<file path="src/rtl/tmr_pkg.sv">
package tmr_pkg;
    // Word index taken from bus_addr[3:2]
    localparam logic [1:0] IDX_LOAD  = 2'd0;
    localparam logic [1:0] IDX_VALUE = 2'd1;
    localparam logic [1:0] IDX_CTRL  = 2'd2;
    localparam logic [1:0] IDX_CLEAR = 2'd3;

    // Control word bit positions
    localparam int CTL_EN_BIT   = 0;
    localparam int CTL_MODE_BIT = 1;
    localparam int CTL_SEL_BIT  = 4;

    typedef enum logic [1:0] {
        ST_IDLE    = 2'd0,
        ST_COUNT   = 2'd1,
        ST_EXPIRED = 2'd2
    } tmr_state_e;
endpackage

</file>
<file path="src/rtl/tmr_regs.sv">
module tmr_regs
    import tmr_pkg::*;
#(
    parameter int DATA_W = 32
) (
    input  logic              clk,
    input  logic              rst_n,
    input  logic              bus_sel,
    input  logic              bus_wr,
    input  logic [3:0]        bus_addr,
    input  logic [DATA_W-1:0] bus_wdata,
    input  logic [DATA_W-1:0] cur_cnt,
    output logic [DATA_W-1:0] load_q,
    output logic              ctl_en,
    output logic              ctl_periodic,
    output logic              ctl_fast,
    output logic              load_wr,
    output logic              clr_wr,
    output logic [DATA_W-1:0] bus_rdata
);
    logic       wr_hit;
    logic       ctl_wr;
    logic [1:0] idx;

    assign idx    = bus_addr[3:2];
    assign wr_hit = bus_sel && bus_wr && (bus_addr[1:0] == 2'b00);

    assign load_wr = wr_hit && (idx == IDX_LOAD);
    assign ctl_wr  = wr_hit && (idx == IDX_CTRL);
    assign clr_wr  = wr_hit && (idx == IDX_CLEAR);

    always_ff @(posedge clk or negedge rst_n) begin
        if (!rst_n) begin
            load_q       <= '0;
            ctl_en       <= 1'b0;
            ctl_periodic <= 1'b0;
            ctl_fast     <= 1'b0;
        end else begin
            if (load_wr) begin
                load_q <= bus_wdata;
            end
            if (ctl_wr) begin
                ctl_en       <= bus_wdata[CTL_EN_BIT];
                ctl_periodic <= bus_wdata[CTL_MODE_BIT];
                ctl_fast     <= bus_wdata[CTL_SEL_BIT];
            end
        end
    end

    always_comb begin
        bus_rdata = '0;
        unique case (idx)
            IDX_LOAD:  bus_rdata = load_q;
            IDX_VALUE: bus_rdata = cur_cnt;
            IDX_CTRL: begin
                bus_rdata[CTL_EN_BIT]   = ctl_en;
                bus_rdata[CTL_MODE_BIT] = ctl_periodic;
                bus_rdata[CTL_SEL_BIT]  = ctl_fast;
            end
            IDX_CLEAR: bus_rdata = '0;
            default:   bus_rdata = '0;
        endcase
    end
endmodule

</file>
<file path="src/rtl/tmr_core.sv">
module tmr_core
    import tmr_pkg::*;
#(
    parameter int DATA_W = 32
) (
    input  logic              clk,
    input  logic              rst_n,
    input  logic              slow_tick,
    input  logic              fast_tick,
    input  logic              ctl_en,
    input  logic              ctl_periodic,
    input  logic              ctl_fast,
    input  logic              load_wr,
    input  logic              clr_wr,
    input  logic [DATA_W-1:0] bus_wdata,
    input  logic [DATA_W-1:0] load_q,
    output logic [DATA_W-1:0] cur_cnt,
    output tmr_state_e        state,
    output logic              irq
);
    tmr_state_e next_state;
    logic       sel_tick;
    logic       step;
    logic       underflow;

    assign sel_tick = ctl_fast ? fast_tick : slow_tick;

    // State register
    always_ff @(posedge clk or negedge rst_n) begin
        if (!rst_n) begin
            state <= ST_IDLE;
        end else begin
            state <= next_state;
        end
    end

    // Next-state logic
    always_comb begin
        next_state = state;
        unique case (state)
            ST_IDLE: begin
                if (underflow && !ctl_periodic) begin
                    next_state = ST_EXPIRED;
                end else if (ctl_en) begin
                    next_state = ST_COUNT;
                end
            end
            ST_COUNT: begin
                if (!ctl_en) begin
                    next_state = ST_IDLE;
                end else if (underflow && !ctl_periodic) begin
                    next_state = ST_EXPIRED;
                end
            end
            ST_EXPIRED: begin
                if (!ctl_en) begin
                    next_state = ST_IDLE;
                end else if (load_wr) begin
                    next_state = ST_COUNT;
                end
            end
            default: next_state = ST_IDLE;
        endcase
    end

    // Output decode: a load write in the same cycle suppresses the tick
    always_comb begin
        step      = 1'b0;
        underflow = 1'b0;
        unique case (state)
            ST_IDLE, ST_COUNT: begin
                step      = ctl_en && sel_tick && !load_wr;
                underflow = step && (cur_cnt == '0);
            end
            ST_EXPIRED: begin
                step      = 1'b0;
                underflow = 1'b0;
            end
            default: begin
                step      = 1'b0;
                underflow = 1'b0;
            end
        endcase
    end

    // Count register
    always_ff @(posedge clk or negedge rst_n) begin
        if (!rst_n) begin
            cur_cnt <= '0;
        end else if (load_wr) begin
            cur_cnt <= bus_wdata;
        end else if (underflow) begin
            cur_cnt <= ctl_periodic ? load_q : '0;
        end else if (step) begin
            cur_cnt <= cur_cnt - 1'b1;
        end
    end

    // Interrupt flag: a new underflow beats a clear in the same cycle
    always_ff @(posedge clk or negedge rst_n) begin
        if (!rst_n) begin
            irq <= 1'b0;
        end else if (underflow) begin
            irq <= 1'b1;
        end else if (clr_wr) begin
            irq <= 1'b0;
        end
    end
endmodule

</file>
<file path="src/rtl/dn_timer.sv">
module dn_timer
    import tmr_pkg::*;
#(
    parameter int DATA_W = 32
) (
    input  logic              clk,
    input  logic              rst_n,
    input  logic              bus_sel,
    input  logic              bus_wr,
    input  logic [3:0]        bus_addr,
    input  logic [DATA_W-1:0] bus_wdata,
    output logic [DATA_W-1:0] bus_rdata,
    input  logic              slow_tick,
    input  logic              fast_tick,
    output logic              irq
);
    logic [DATA_W-1:0] load_q;
    logic [DATA_W-1:0] cur_cnt;
    logic              ctl_en;
    logic              ctl_periodic;
    logic              ctl_fast;
    logic              load_wr;
    logic              clr_wr;
    tmr_state_e        state;

    tmr_regs #(.DATA_W(DATA_W)) u_regs (
        .clk          (clk),
        .rst_n        (rst_n),
        .bus_sel      (bus_sel),
        .bus_wr       (bus_wr),
        .bus_addr     (bus_addr),
        .bus_wdata    (bus_wdata),
        .cur_cnt      (cur_cnt),
        .load_q       (load_q),
        .ctl_en       (ctl_en),
        .ctl_periodic (ctl_periodic),
        .ctl_fast     (ctl_fast),
        .load_wr      (load_wr),
        .clr_wr       (clr_wr),
        .bus_rdata    (bus_rdata)
    );

    tmr_core #(.DATA_W(DATA_W)) u_core (
        .clk          (clk),
        .rst_n        (rst_n),
        .slow_tick    (slow_tick),
        .fast_tick    (fast_tick),
        .ctl_en       (ctl_en),
        .ctl_periodic (ctl_periodic),
        .ctl_fast     (ctl_fast),
        .load_wr      (load_wr),
        .clr_wr       (clr_wr),
        .bus_wdata    (bus_wdata),
        .load_q       (load_q),
        .cur_cnt      (cur_cnt),
        .state        (state),
        .irq          (irq)
    );
endmodule

</file>
<file path="config.mk">
export PLATFORM = sky130hd
export DESIGN_NAME = dn_timer
export DESIGN_NICKNAME = d
export VERILOG_FILES = /design/src/rtl/tmr_pkg.sv /design/src/rtl/tmr_regs.sv /design/src/rtl/tmr_core.sv /design/src/rtl/dn_timer.sv
export SDC_FILE = /design/constraint.sdc
export NUM_CORES = 1
export LEC_CHECK = 0
export BUFFER_PORTS_ARGS = -buffer_cell sky130_fd_sc_hd__buf_2
export CAP_MARGIN = 20
export CELL_PAD_IN_SITES_DETAIL_PLACEMENT = 0
export CELL_PAD_IN_SITES_GLOBAL_PLACEMENT = 1
export CORE_MARGIN = 2
export CORE_UTILIZATION = 30
export CTS_BUF_LIST = sky130_fd_sc_hd__clkbuf_4 sky130_fd_sc_hd__clkbuf_8
export DETAILED_ROUTE_END_ITERATION = 12
export PLACE_DENSITY_LB_ADDON = 0.1
export SLEW_MARGIN = 20
export SYNTH_ARGS = -nofsm -noshare
export SYNTH_HDL_FRONTEND = slang
export SYNTH_SLANG_ARGS = --single-unit
export TNS_END_PERCENT = 20
</file>
<file path="constraint.sdc">
create_clock -name clk -period 3.55 [get_ports clk]
set_clock_uncertainty 0.2 [all_clocks]
set_input_delay 0.5325 -clock clk [delete_from_list [all_inputs] [get_ports clk]]
set_output_delay 0.5325 -clock clk [all_outputs]
set_load 0.05 [all_outputs]
</file>
Word-level counts from Yosys, hierarchy flattened
Cells that the tools add are included.

operators by class
  reductions and logical operators = 19
  muxes and demuxes = 20
  equal/unequal tests = 8
  add/sub/neg operators = 1

operator list
  operator                 count
  $mux W32                 4
  $pmux W27 S2             1
  $logic_not A32 Y1        1
  $sub A32 B1 Y32 const B  1
  $mux W2                  6
  $logic_and A1 B1 Y1      9
  $ne A3 B2 Y1 const B     3
  $pmux W2 S4              1
  $eq A2 B2 Y1 const B     3
  $logic_not A2 Y1         3
  $pmux W2 S3              1
  $mux W1                  5
  $eq A2 B1 Y1 const B     2
  $pmux W1 S4              1
  $pmux W2 S2              1
  $reduce_and A3 Y1        1
  $reduce_bool A3 Y1       1
  $logic_not A1 Y1         2
  $reduce_bool A2 Y1       1
  $reduce_or A2 Y1         1

word-level totals
  logic and storage cells = 55
  input bits = 42
  register bits after elaboration = 70

Depth between registers and ports, before layout
Gate-level depths: netlist of the first run.

  word-level depth = 11
  gate-level depth with buffers = 10

By module
From an unflattened synthesis of the first run, not the netlist that was laid out.

unflattened totals
  cell total of the unflattened synthesis = 469
  area, all modules = 4533.1 µm²

by module, submodules not included
  module    times used  area each (µm²)  cells an instance  seq. area each (µm²)
  tmr_core  1           2578.7           314                875.8
  tmr_regs  1           1954.4           155                875.8

Worst setup path after synthesis of the first run
Ideal clock, no wire load.

  path kind = input to output
  from = in bus_addr[2]
  to = out bus_rdata[10]
  arrival = 2.145 ns
  stages = 4
  slack = 0.672 ns
  required time = 2.817 ns
  buffers on the path = 2
  cells stage by stage = clkbuf_1 -> buf_1 -> mux2i_1 -> nor2_1

on the way
  cells in the longest elaborated chain, start to end = 2
  elaborated cells between the ends (all ways) = 3
  those cells by class = 1 x eq/ne; 1 x mux; 1 x reduce/logical

ends and longest elaborated chain
  item                                                     line            RTL
  start, declared                                          dn_timer.sv:10  input logic [3:0] bus_addr,
  $eq A2 B1 Y1 / $logic_not A2 Y1 (equally long branches)  tmr_regs.sv:52  unique case (idx)
  $pmux W27 S2 *                                           tmr_regs.sv:52
  end, declared                                            dn_timer.sv:12  output logic [DATA_W-1:0] bus_rdata,

Every way passes the cells marked *; elsewhere a longest branch is shown, timed or not.

Worst setup path in the final report of the first run
  from = reg u_core.cur_cnt[0]
  to = reg u_core.cur_cnt[18]

on the way
  cells in the longest elaborated chain, start to end = 5
  elaborated cells between the ends (all ways) = 8
  those cells by class = 1 x add/sub; 4 x mux; 3 x reduce/logical

ends and longest elaborated chain
  item                                                     line            RTL
  start, declared                                          tmr_core.sv:17  output logic [DATA_W-1:0] cur_cnt,
  start signal, assigned                                   tmr_core.sv:91  cur_cnt <= bus_wdata;
  start signal, assigned                                   tmr_core.sv:93  cur_cnt <= ctl_periodic ? load_q : '0;
  start signal, assigned                                   tmr_core.sv:95  cur_cnt <= cur_cnt - 1'b1;
  branches (longest 5 deep; another with $sub A32 B1 Y32)  n/a

Parallel ways; which one is timed is not known. The select of a mux whose other input is x is not followed.
A chain may end at the register's enable or synchronous reset.

==> results of run 1 <==
==> per-stage QoR <==
step / hold slack (ns) / setup WS (ns)
global route: 0.132 / 0.258
floorplan: 0.0369 / 0.672
finish: 0.0766 / 0.395
detailed placement: 0.289 / 0.403
CTS: 0.101 / 0.398
global placement: 0.287 / 0.540
==> area by class of cell <==
type,instances,area share [%]
clock buffers,12,2.95
clock inverters,2,0.194
multi-input cells,414,47.7
repair buffers,95,10.5
well taps,184,4.45
inverters,5,0.363
flip-flops and latches,70,33.9
==> worst register-to-register path, stage by stage (launching register included) <==
cell	delay [ns]
dfrtp_1	0.43
inv_1	0.10
ha_1	0.19
nor3b_2	0.36
nand4_2	0.30
or3_1	0.55
o21ai_2	0.42
buf_4	0.23
a31oi_1	0.05
o221a_1	0.22
==> routing by layer <==
metal  vias up  routed length [µm]  track usage [%]
li1       2038                   -                -
met1      2026                6870             25.5
met2       103                7010             31.7
met3        11                 555             3.69
met4         0                 187             6.28
met5         -                   0                0
==> report_power, final <==
group	switching [µW]	internal, µW
registers	237	958
logic	514	295
clock network	311	279
total	1060	1530
==> flip-flops by register name, indices dropped and copies added (netlist names) <==
register             cells
u_core.state             2
u_regs.ctl_en            1
u_core.cur_cnt          32
u_core.irq               1
u_regs.ctl_fast          1
u_regs.ctl_periodic      1
u_regs.load_q           32
==> cell usage after synthesis, drive strengths merged (5+ instances only) <==
| cell | number |
|---|---|
| o31ai | 5 |
| a221o | 5 |
| a221oi | 5 |
| o22ai | 8 |
| buf | 13 |
| or4 | 8 |
| a21oi | 32 |
| nor2 | 54 |
| inv | 5 |
| nand3 | 13 |
| nor3 | 22 |
| o21ai | 15 |
| clkbuf | 18 |
| or3 | 7 |
| mux2i | 33 |
| nand4 | 7 |
| nor4 | 10 |
| nand2 | 126 |
| dfrtp | 70 |
| a31oi | 6 |
| o22a | 6 |
==> worst paths after layout <==
path                                       to  slack [ns]  depth (start not counted)
max reg2reg                u_core.cur_cnt[18]        0.39                          9
min in group clk            u_regs.load_q[24]        0.16                          3
min                        u_core.cur_cnt[16]        0.08                          1
max                        u_core.cur_cnt[18]        0.39                          9
min reg2reg                 u_regs.load_q[25]        0.30                          2
max in group asynchronous  u_core.cur_cnt[25]        2.37                          2
==> kinds of logic after synthesis <==
| group | count (synthesis) | synth area share [%] |
|---|---|---|
| mux | 37 | 8.60 |
| fa+ha+maj | 1 | 0.287 |
| compound gates | 114 | 18.0 |
| buf+inv | 36 | 3.50 |
| simple gates | 259 | 28.9 |
| xor+xnor | 3 | 0.602 |
| flops | 70 | 40.1 |
==> impl_results.md, run 1 <==
* Most instantiated flip-flop cell in the synthesis netlist: dfrtp_1
* EDFF count, synth at 0
* Number of clock sinks at 70
* Post-route cell area at 5170 µm²
* Area occupied by registers at 1750 µm²
* Pin count of the biggest net entering global routing at 39
* GRT Overall Usage at 19.2%
* # fillers at 1544
* Total power per unit cell area at 502 nW/µm²
* Slew HR at 29.5%
* Post-cts sizing count at 0
* Final Setup Violations at 0
* GRT overflow at 0
* Master cell of the clock root buffer: clkbuf_8
* Growth of design area from synthesis to finish at 18.5%
* Critical Path Source: u_core.cur_cnt[0]
* Multi-input gate area at 2470 µm²
* Outcome: complete, no violations
* Wire length of the first global-routing pass at 23500 µm
* Cell variety after synth at 62
* Worst-case vdd ir drop at 0.000187 V
* Pleak at 0.00230 µW
* CTS Hold Buffers Added at 0
* TritonCTS buffer count at 9
* Number of placement rows at 44
* Most frequent standard cell in the layout excluding fill and tap cells: nand2_1
* Final period utilization at 88.9%
* Number of DRC markers after the initial detailed-route iteration at 193
* Number of global-route vias before repair at 4244
* Total Power Consumption at 2590 µW
* Final min period at 3.16 ns
* Critical path buffers and inverters at 2
* CP Capture Type: register
* Via total after detailed routing at 4178
* Core footprint at 14400 µm²
* Slowest stage delay, CP at 0.55 ns
* Post-synthesis instance area at 4360 µm²
* DRC Markers at 0
* Share of Yosys cell area claimed by the top area cell type at 40.1%
* Post-CTS Setup Repair Bufs at 0
* Net count, final at 638
* Antenna diode count at 0
* Average vias per placed instance at 5.34
* Die ar. at 15500 µm²
* CP max stage cell: or3_1
* Die width at 125 µm
* Average footprint of a synthesized cell at 8.39 µm²
* Critical Path, Cell by Cell: inv_1, ha_1, nor3b_2, nand4_2, or3_1, o21ai_2, buf_4, a31oi_1, o221a_1
* Unrepaired setup endpoints after global routing: no
* Register area share after synthesis at 40.1%
* Final-report max-slew violation count at 0
* Placed Cells at 768
* Count of non-filler cells in the finished layout at 782
* Max-cap violation count at 0
* Syn nets at 563
* Clock-pin slew on the worst setup and hold paths at 0.07 ns
* Final hold violation count at 0
* Top library cells by usage in the layout, fill and taps aside: nand2_1 (126), buf_2 (74), dfrtp_1 (70), nor2_1 (54), mux2i_1 (33)
* Synthesized flop and latch total at 70
* Data arrival, critical path at 3.21 ns
* Delay-heaviest family, CP: simple AND/OR/NAND/NOR gates
* H-tree lvl count at 3
* Fraction of layout cells with a size suffix above 1 at 21.4%
* Maximum clock frequency at 317 MHz
* Setup Crit Path Kind: register to register
* Vertical extent of the die at 125 µm
* Number of warnings printed during yosys synthesis at 0
* Actual slew at the worst max-slew pin at 1.06 ns
* TritonCTS clock tree: built
* Main area contributors after synthesis: dfrtp_1 (40%), nand2_1 (11%), mux2i_1 (7.6%)
* Antenna violations before repair at 0
* Half-perimeter wire length of the detailed placement result at 10800 µm
* Crit path launch type: register
* Final Wtd Congestion at 0.847
* Number of I/O port buffers at 74
* Worst-case clock buffer depth at 2
* Required time reported for the critical path endpoint at 3.61 ns
* Setup_tns at 0 ns
* Initial DRT Pass Iterations at 7
* Skew-Pair Late Insertion Delay at 0.37 ns
* Critical-path maximum fanout at 8
* Synth area leader: dfrtp_1
* Post-place instance area at 5010 µm²
* Type of the most critical hold path: input pin to async pin
* Share of the core filled with cells at 36.0%
* Detailed Route WL at 14600 µm
* Mean routed wirelength per cell at 18.7 µm
* Post-synthesis async set-or-reset flop share at 100%
* Startpoint of the worst register-to-register path: u_core.cur_cnt[0]
* Top-Level Pins at 75
* Post-Syn Instances at 520
* Starting utilization of the core area at 30.4%
* Number of nets with antenna violations after detailed routing at 0
No activity file was read; power rests on OpenSTA's default activity.
==> run 2: changes to the inputs <==
Settings changed: MAX_ROUTING_LAYER from default to met4.
==> impl_results.md, run 2 (synthesis results as in run 1) <==
* Dpl ws at 0.403 ns
* Net count, final at 638
* Outcome: complete, no violations
* Pin count of the biggest net entering global routing at 39
* Fraction of layout cells with a size suffix above 1 at 21.4%
* Core footprint at 14400 µm²
* Final-report max-slew violation count at 0
* H-tree lvl count at 3
* Die width at 125 µm
* Vertical extent of the die at 125 µm
* TritonCTS clock tree: built
* Count of non-filler cells in the finished layout at 782
* Slew HR at 33.4%
* Switching share of total power at 41.0%
* Total power per unit cell area at 502 nW/µm²
* Number of nets with antenna violations after detailed routing at 0
* Crit path launch type: register
* Unrepaired setup endpoints after global routing: no
* Number of global-route vias before repair at 4242
* Slowest stage delay, CP at 0.54 ns
* Skew-Pair Late Insertion Delay at 0.37 ns
* Final Setup Violations at 0
* Proportion of power drawn by flip-flops and latches at 46.1%
* Antenna violations before repair at 0
* Top-Level Pins at 75
* CTS Hold Buffers Added at 0
* Post-place instance area at 5010 µm²
* Master cell of the clock root buffer: clkbuf_8
* Average vias per placed instance at 5.33
* Most frequent standard cell in the layout excluding fill and tap cells: nand2_1
* Initial DRT Pass Iterations at 4
* Half-perimeter wire length of the detailed placement result at 10800 µm
* Post-route cell area at 5170 µm²
* GRT Overall Usage at 19.8%
* CP max stage cell: or3_1
* Max-cap violation count at 0
* Cell Int Power at 1530 µW
* Final hold violation count at 0
* Largest regs: u_core.cur_cnt (32), u_regs.load_q (32), u_core.state (2)
* Data arrival, critical path at 3.21 ns
* Share of the core filled with cells at 36.0%
* GRT overflow at 0
* Via total after detailed routing at 4167
* Detailed Route WL at 14600 µm
* Actual slew at the worst max-slew pin at 0.999 ns
* Growth of design area from synthesis to finish at 18.5%
* Final period utilization at 88.7%
* CP Capture Type: register
* Type of the most critical hold path: input pin to async pin
* Setup Crit Path Kind: register to register
* Critical Path, Cell by Cell: inv_1, ha_1, nor3b_2, nand4_2, or3_1, o21ai_2, buf_4, a31oi_1, o221a_1
* Post-cts sizing count at 0
* Starting utilization of the core area at 30.4%
* Top library cells by usage in the layout, fill and taps aside: nand2_1 (126), buf_2 (74), dfrtp_1 (70), nor2_1 (54), mux2i_1 (33)
* Mean routed wirelength per cell at 18.7 µm
* Worst-case clock buffer depth at 2
* DRC Markers at 0
* Clock share of power at 22.8%
* Die ar. at 15500 µm²
* Number of clock sinks at 70
* Final min period at 3.15 ns
* Wire length of the first global-routing pass at 23500 µm
* Clock-pin slew on the worst setup and hold paths at 0.07 ns
* Critical-path maximum fanout at 8
* Placed Cells at 768
* TritonCTS buffer count at 9
* Antenna diode count at 0
* Number of placement rows at 44
* Pleak at 0.00230 µW
* Setup_tns at 0 ns
* Post-CTS Setup Repair Bufs at 0
* Number of DRC markers after the initial detailed-route iteration at 250
* Number of I/O port buffers at 74
* Maximum clock frequency at 318 MHz
* Worst-case vdd ir drop at 0.000187 V
* Required time reported for the critical path endpoint at 3.61 ns
* Combinational cell fraction of total power at 31.2%
* Final Wtd Congestion at 0.860
* Net switching power of the design at 1060 µW
* Slack of the critical path at 0.401 ns
run 2: cell counts in the layout (fill, tap and decap cells not counted):
Identical to the previous run, type by type.
run 2: cell type report:
cell class / instances / area [µm²]
Multi-Input combinational cell: 414 / 2470
Timing Repair Buffer: 95 / 541
Clock buffer: 12 / 153
Tap cell: 184 / 230
Inverter: 5 / 18.8
Clock inverter: 2 / 10.0
Sequential cell: 70 / 1750
Fill cell: 1544 / 9200
run 2: per-stage QoR:
step | hold WS (ns) | power, µW
after floorplan | 0.0369 | 1750
after global placement | 0.287 | 2020
after detailed placement | 0.289 | 2020
after CTS | 0.101 | 2630
after global routing | 0.134 | 2760
final | 0.0729 | 2590
run 2: path summary, 6_finish.rpt:
kind / from / to / slack [ns] / cells after the start
min in group clk: bus_wdata[24] / u_regs.load_q[24] / 0.16 / 3
max reg2reg: u_core.cur_cnt[0] / u_core.cur_cnt[18] / 0.40 / 9
min reg2reg: u_regs.load_q[25] / u_regs.load_q[25] / 0.31 / 2
max in group asynchronous: rst_n / u_core.cur_cnt[25] / 2.38 / 2
min: rst_n / u_core.cur_cnt[16] / 0.07 / 1
max: u_core.cur_cnt[0] / u_core.cur_cnt[18] / 0.40 / 9
run 2: per-layer routing:
layer	global-route usage, %	part of all wire (%)
met3	3.57	3.4
met1	25.5	47
met4	6.28	1.5
met5	-	0
met2	31.9	48
run 2: critical path: cells and delay by family, from the launching register on:
family	cells	cell delay (ns)
AO/OA/AOI/OAI	3	0.68
AND/OR/NAND/NOR	3	1.21
adder cells (fa/ha/maj)	1	0.19
buffers and inverters	2	0.33
flip-flops	1	0.43
run 2: power by group through the flow:
stage          Sequential [µW]  Clock [µW]  Combinational, µW
6_report                  1190         590                808
5_1_grt                   1230         648                888
4_1_cts                   1190         615                818
3_5_place_dp              1210           0                813
3_3_place_gp              1210           0                812
2_1_floorplan             1110           0                638
